===== src/rtl/irq_entry_pkg.sv =====
package irq_entry_pkg;

  typedef enum logic [1:0] {
    SRC_NMI = 2'd0,
    SRC_EXT = 2'd1,
    SRC_ENC = 2'd2,
    SRC_PER = 2'd3
  } src_e;

  typedef struct packed {
    logic       valid;
    src_e       src;
    logic [3:0] level;
    logic [3:0] line;
  } win_t;

  // Fixed level of external request line k
  function automatic logic [3:0] ext_line_level(input int unsigned k);
    return 4'(15 - 2 * k);
  endfunction

  // Vector code for a taken source
  function automatic logic [7:0] vec_of(input src_e src, input logic [3:0] level,
                                        input logic [3:0] line);
    case (src)
      SRC_NMI: return 8'h10;
      SRC_EXT: return {4'h2, line};
      SRC_ENC: return {4'h4, level};
      default: return {4'h8, level};
    endcase
  endfunction

endpackage


===== src/rtl/irq_hold_qual.sv =====
module irq_hold_qual #(
  parameter int unsigned LAT = 4
) (
  input  logic clk,
  input  logic rst_n,
  input  logic req,
  output logic ready
);
  localparam int unsigned CW = $clog2(LAT + 1);

  logic [CW-1:0] cnt;

  assign ready = (cnt == CW'(LAT));

  always_ff @(posedge clk) begin
    if (!rst_n)      cnt <= '0;
    else if (!req)   cnt <= '0;
    else if (!ready) cnt <= cnt + 1'b1;
  end
endmodule


===== src/rtl/irq_arbiter.sv =====
module irq_arbiter
  import irq_entry_pkg::*;
#(
  parameter int unsigned NUM_EXT = 4
) (
  input  logic               nmi_rdy,
  input  logic [NUM_EXT-1:0] ext_rdy,
  input  logic               enc_rdy,
  input  logic [3:0]         enc_level,
  input  logic               per_rdy,
  input  logic [3:0]         per_level,
  input  logic [3:0]         sr_imask,
  output win_t               win
);
  logic       ext_hit;
  logic [3:0] ext_lvl;
  logic [3:0] ext_idx;

  always_comb begin
    ext_hit = 1'b0;
    ext_lvl = '0;
    ext_idx = '0;
    for (int k = NUM_EXT - 1; k >= 0; k--) begin
      if (ext_rdy[k]) begin
        ext_hit = 1'b1;
        ext_lvl = ext_line_level(k);
        ext_idx = 4'(k);
      end
    end
  end

  always_comb begin
    win = '0;
    if (per_rdy && per_level > sr_imask)
      win = '{valid: 1'b1, src: SRC_PER, level: per_level, line: 4'd0};
    if (enc_rdy && enc_level > sr_imask && (!win.valid || enc_level >= win.level))
      win = '{valid: 1'b1, src: SRC_ENC, level: enc_level, line: 4'd0};
    if (ext_hit && ext_lvl > sr_imask && (!win.valid || ext_lvl >= win.level))
      win = '{valid: 1'b1, src: SRC_EXT, level: ext_lvl, line: ext_idx};
    if (nmi_rdy)
      win = '{valid: 1'b1, src: SRC_NMI, level: 4'd15, line: 4'd0};
  end
endmodule


===== src/rtl/irq_entry_fsm.sv =====
module irq_entry_fsm
  import irq_entry_pkg::*;
#(
  parameter int unsigned ENTRY = 5
) (
  input  logic       clk,
  input  logic       rst_n,
  input  logic       take,
  input  win_t       win,
  output logic       idle,
  output logic       save_sr_pc,
  output logic [3:0] save_imask,
  output logic       fetch_redirect,
  output logic [7:0] vector_code
);
  localparam int unsigned LAST = ENTRY + 1;
  localparam int unsigned PW   = $clog2(LAST + 1);

  logic [PW-1:0] ph;

  assign idle           = (ph == '0);
  assign save_sr_pc     = (ph == PW'(1));
  assign fetch_redirect = (ph == PW'(LAST));

  always_ff @(posedge clk) begin
    if (!rst_n) begin
      ph          <= '0;
      save_imask  <= '0;
      vector_code <= '0;
    end else if (idle) begin
      if (take) begin
        ph          <= PW'(1);
        save_imask  <= win.level;
        vector_code <= vec_of(win.src, win.level, win.line);
      end
    end else begin
      ph <= (ph == PW'(LAST)) ? '0 : ph + 1'b1;
    end
  end

  // Independent distance counter from the save pulse
  logic [PW-1:0] since_save;
  always_ff @(posedge clk) begin
    if (!rst_n)                since_save <= '0;
    else if (save_sr_pc)       since_save <= PW'(1);
    else if (since_save != '0) since_save <= (since_save == PW'(ENTRY)) ? '0 : since_save + 1'b1;
  end


  save_pulse_chk: assert property (@(posedge clk) disable iff (!rst_n)
    save_sr_pc |=> !save_sr_pc);

  redirect_gap_chk: assert property (@(posedge clk) disable iff (!rst_n)
    fetch_redirect |-> since_save == PW'(ENTRY));

  redirect_due_chk: assert property (@(posedge clk) disable iff (!rst_n)
    since_save == PW'(ENTRY) |-> fetch_redirect);

  no_overlap_chk: assert property (@(posedge clk) disable iff (!rst_n)
    $onehot0({save_sr_pc, fetch_redirect}));
endmodule


===== src/rtl/irq_entry_seq.sv =====
module irq_entry_seq
  import irq_entry_pkg::*;
#(
  parameter int unsigned NUM_EXT = 4,
  parameter int unsigned LAT_NMI = 3,
  parameter int unsigned LAT_EXT = 5,
  parameter int unsigned LAT_ENC = 4,
  parameter int unsigned LAT_PER = 4,
  parameter int unsigned ENTRY   = 5
) (
  input  logic               clk,
  input  logic               rst_n,
  input  logic               instr_done,
  input  logic               instr_clears_bl,
  input  logic               instr_sets_bl,
  input  logic               sr_bl,
  input  logic [3:0]         sr_imask,
  input  logic               nmi,
  input  logic [NUM_EXT-1:0] irq,
  input  logic [3:0]         irl_level,
  input  logic               periph_req,
  input  logic [3:0]         periph_level,
  output logic               save_sr_pc,
  output logic [3:0]         save_imask,
  output logic               fetch_redirect,
  output logic [7:0]         vector_code
);
  logic               nmi_rdy, enc_rdy, per_rdy;
  logic [NUM_EXT-1:0] ext_rdy;
  win_t               win;
  logic               idle;
  logic               blk_eff;
  logic               take;

  irq_hold_qual #(.LAT(LAT_NMI)) u_q_nmi (
    .clk(clk), .rst_n(rst_n), .req(nmi), .ready(nmi_rdy));
  irq_hold_qual #(.LAT(LAT_ENC)) u_q_enc (
    .clk(clk), .rst_n(rst_n), .req(irl_level != 4'd0), .ready(enc_rdy));
  irq_hold_qual #(.LAT(LAT_PER)) u_q_per (
    .clk(clk), .rst_n(rst_n), .req(periph_req), .ready(per_rdy));

  for (genvar k = 0; k < NUM_EXT; k++) begin : g_ext
    irq_hold_qual #(.LAT(LAT_EXT)) u_q_ext (
      .clk(clk), .rst_n(rst_n), .req(irq[k]), .ready(ext_rdy[k]));
  end

  irq_arbiter #(.NUM_EXT(NUM_EXT)) u_arb (
    .nmi_rdy(nmi_rdy), .ext_rdy(ext_rdy), .enc_rdy(enc_rdy), .enc_level(irl_level),
    .per_rdy(per_rdy), .per_level(periph_level & {4{periph_req}}), .sr_imask(sr_imask),
    .win(win));

  // Block bit as it stands once the finishing instruction has retired
  assign blk_eff = instr_sets_bl ? 1'b1 : (instr_clears_bl ? 1'b0 : sr_bl);
  assign take    = instr_done && !blk_eff && win.valid;

  irq_entry_fsm #(.ENTRY(ENTRY)) u_fsm (
    .clk(clk), .rst_n(rst_n), .take(take), .win(win), .idle(idle),
    .save_sr_pc(save_sr_pc), .save_imask(save_imask),
    .fetch_redirect(fetch_redirect), .vector_code(vector_code));


  boundary_chk: assert property (@(posedge clk) disable iff (!rst_n)
    save_sr_pc |-> $past(instr_done));

  block_chk: assert property (@(posedge clk) disable iff (!rst_n)
    save_sr_pc |-> !$past(instr_sets_bl) && ($past(instr_clears_bl) || !$past(sr_bl)));

  mask_chk: assert property (@(posedge clk) disable iff (!rst_n)
    save_sr_pc && vector_code != 8'h10 |-> save_imask > $past(sr_imask));

  busy_hold_chk: assert property (@(posedge clk) disable iff (!rst_n)
    !idle && !save_sr_pc |-> $stable(vector_code) && $stable(save_imask));
endmodule


===== config.mk =====
export PLATFORM = sky130hd
export DESIGN_NAME = irq_entry_seq
export DESIGN_NICKNAME = d
export VERILOG_FILES = /design/src/rtl/irq_entry_pkg.sv /design/src/rtl/irq_hold_qual.sv /design/src/rtl/irq_arbiter.sv /design/src/rtl/irq_entry_fsm.sv /design/src/rtl/irq_entry_seq.sv
export SDC_FILE = /design/constraint.sdc
export NUM_CORES = 1
export LEC_CHECK = 0
export BUFFER_PORTS_ARGS = -buffer_cell sky130_fd_sc_hd__buf_2
export CAP_MARGIN = 15
export CORE_MARGIN = 5
export CORE_UTILIZATION = 51
export DETAILED_ROUTE_END_ITERATION = 8
export PLACE_DENSITY = 0.86
export SYNTH_ARGS = -nofsm -noshare
export SYNTH_HDL_FRONTEND = slang
export SYNTH_SLANG_ARGS = --single-unit

===== constraint.sdc =====
create_clock -name clk -period 4.65 [get_ports clk]
set_input_delay 0.93 -clock clk [delete_from_list [all_inputs] [get_ports clk]]
set_output_delay 0.93 -clock clk [all_outputs]
set_load 0.005 [all_outputs]

==> results.md <==
- Status: completed
- Routed via count: 2,098
- Leakage: 1.288 nW
- Clock sinks: 35
- Nets: 379
- # Max-Cap Violations: 0
- Critical Path AT: 4.57 ns
- Hold depth: 2
- First-pass GRT wire length: 8769 µm
- DIE AREA: 6005 µm²
- Gpl congestion: 0.7880
- Main combinational cell family by area after synthesis: simple AND/OR/NAND/NOR gates
- I/O pin count: 38
- Initial antenna violation count: 0
- P per Cell Area: 251.7 nW/µm²
- Commonest non-fill, non-tap cell in the layout: buf_2
- Placement Cell Area: 2596 µm²
- Worst path required time: 4.83 ns
- Via-to-Cell Ratio: 5.595
- Ys flop type: dfxtp_1
- Gr usage total: 0.1735
- Worst-Margin Slew: 0.5994 ns
- Mapped Area: 2323 µm²
- Final instance area: 2745 µm²
- Simple-gate share of the synthesized area: 0.2289
- Endpoints failing setup: 0
- Post-Syn Area per Cell: 8.480 µm²
- Post-synth EDFFs: 0
- Fin Setup TNS: 0 ns
- Fin crit period: 4.396 ns
- Compound-Gate Fraction of Synth Area: 0.2176
- Maximum vdd drop: 0.2190 mV
- Detailed Route WL: 5213 µm
- Grt ovf: 0
- Cells after Synth: 274
- Core Region: 4384 µm²
- Die Ht: 77.50 µm
- DRT antenna net count: 0
- Rows: 24
- Worst hold-check path type: register to register
- Number of buffers created by CTS: 5
- R2r worst-path depth: 18
- Port Buffers: 37
- Die X: 77.50 µm
- R2r endpoint: u_fsm.save_imask[2]
- Endpoints failing hold: 0
- Setup Skew: 0.008986 ns
- Register bit total from synthesis: 35
- Clock latency reported for the late side of the worst-skew pair: 0.29 ns
- Critical setup path kind: input port to register
- Synth-to-layout area growth: 18.15%
- Largest net degree at the start of global routing: 16
- CP Max Fanout: 7
- WL/cell: 13.90 µm
- RR Startpoint: u_q_per.cnt[0]
- Final period util: 0.9454
- Warnings from Yosys: 0
- Async SR Flop Fraction: 0
- Count of different cell masters after synthesis: 50
- Most frequent cells in the layout: buf_2 (37), nand2_1 (35), dfxtp_1 (35)
- Cts hold-fix bufs: 0
- Mux cell area share after synthesis: 0.004308
- Synthesized-area fraction occupied by adder cells: 0.1777
- Fraction of layout cells with a size suffix above 1: 0.2105
- Slew headroom: 0.5991
- Initial drt markers: 97
- Drc violations: 0
- Vias in the first global route: 2,112
- Root Buffer: clkbuf_8
- Clock-pin slew on the worst setup and hold paths: 0.07 ns
- Critical hold path startpoint: u_fsm.vector_code[5]
- CTS tree: yes
- Sequential area share after synthesis: 0.3016
- Hold path endpoint: u_fsm.vector_code[5]
- First-pass detailed-route iteration total: 4
- XOR/XNOR Fraction of Synth Area: 0.02639
- RSZ-0062 raised after global routing: false
- Initial core utilization: 0.5300
- H-tree Lvls: 2
- Reg2reg setup slack: 0.90 ns
- Diodes inserted: 0
- Critical Path Start Type: input port
- Post-Syn Nets: 331
- Maximum clock path buffer count: 2
- Crit. End Element: register
- Fmax: 0.2275 GHz
- Post-DP HPWL: 3999 µm
- Final Max Slew Viols: 0
cell usage after synthesis, types with 2 or more instances:
master,number,area share
a211oi_1,8,0.026
a21boi_0,2,0.0065
a21o_1,3,0.0097
a21oi_1,16,0.034
a221oi_1,2,0.0075
a22oi_1,2,0.0065
a41oi_1,2,0.0075
and2_1,4,0.011
clkbuf_1,3,0.0048
dfxtp_1,35,0.30
ha_1,33,0.18
inv_1,17,0.027
inv_2,2,0.0032
nand2_1,35,0.057
nand2b_1,4,0.011
nand3_1,11,0.024
nor2_1,34,0.055
nor2b_1,4,0.011
nor3_1,8,0.017
o211a_1,6,0.026
o211ai_1,3,0.0097
o21a_1,3,0.0097
o21ai_1,4,0.0086
o32ai_1,2,0.0075
xnor2_1,6,0.023
report_power, final:
part / total [mW] / switching, mW / internal (mW)
logic: 0.0867 / 0.0489 / 0.0378
clock network: 0.288 / 0.115 / 0.173
registers: 0.316 / 0.00774 / 0.309
metrics by stage:
step / util / hold WS, ns / power [mW] / cells / worst slack (ns)
2_1_floorplan: - / 0.4483 / 0.3774 / 274 / 0.1210
3_3_place_gp: 0.5922 / 0.4423 / 0.4016 / 365 / -0.03003
3_5_place_dp: 0.5922 / 0.4424 / 0.4073 / 365 / -0.03883
4_1_cts: 0.6190 / 0.4520 / 0.6916 / 373 / 0.2227
5_1_grt: 0.6261 / 0.4762 / 0.7201 / 375 / 0.02306
6_report: 0.6261 / 0.4501 / 0.6910 / 375 / 0.2537
registers in the layout, summed over array words and instances, names as in the netlist:
signal             cells
u_fsm.ph               3
u_fsm.vector_code      8
u_q_nmi.cnt            2
u_fsm.save_imask       4
u_q_enc.cnt            3
g_ext.u_q_ext.cnt     12
u_q_per.cnt            3
worst max-delay path by stage:
| stage | startpoint | endpoint | slack (ns) | cells past startpoint |
|---|---|---|---|---|
| 5_1_grt | periph_req | u_fsm.save_imask[2] | 0.02 | 20 |
| 2_1_floorplan | periph_level[1] | u_fsm.save_imask[2] | 0.12 | 20 |
| 4_1_cts | periph_req | u_fsm.vector_code[2] | 0.22 | 20 |
| 3_5_place_dp | periph_req | u_fsm.vector_code[2] | -0.04 | 20 |
| 6_report | periph_req | u_fsm.save_imask[2] | 0.25 | 20 |
| 3_3_place_gp | periph_req | u_fsm.vector_code[2] | -0.03 | 20 |
logic make-up (layout without fill, tap and decap cells):
kind of cell,Yosys count,count (layout)
buffers and inverters,24,73
XOR/XNOR,7,7
multiplexers,1,1
flip-flops,35,35
adder cells (fa/ha/maj),33,33
AO/OA/AOI/OAI,63,63
AND/OR/NAND/NOR,111,111
layer usage:
metal | up-vias | GRT usage | part of all wire
met2 | 42 | 0.2929 | 0.48
met1 | 974 | 0.2132 | 0.46
met3 | 10 | 0.04861 | 0.050
met5 | - | 0 | 0
met4 | 0 | 0.05498 | 0.014
li1 | 1072 | - | -
critical path: stages:
cell      delay, ns
buf_2          0.12
and2_1         0.15
ha_1           0.31
nor2b_1        0.14
o211a_1        0.22
o21ai_2        0.16
nor2_1         0.06
ha_1           0.26
nand2b_1       0.14
a21oi_1        0.17
o21ai_0        0.16
buf_4          0.18
a21oi_2        0.19
a22oi_1        0.14
ha_1           0.33
a21oi_1        0.14
o21ai_1        0.13
a21o_1         0.24
a211oi_1       0.29
o32ai_1        0.12
layout make-up:
type	instances	area, µm²
fillers	376	1639
multi-input cells	215	1538
flip-flops and latches	35	700.7
repair buffers	46	252.7
clock buffers	6	82.58
inverters	19	71.32
well taps	52	65.06
clock inverters	2	35.03
timing repair:
action / CTS / global route
gates resized for setup: 0 / 3
endpoints found under the setup margin: 0 / 10
buffers inserted: 0 / 2
Note: power is estimated with default switching activity, not from simulation.
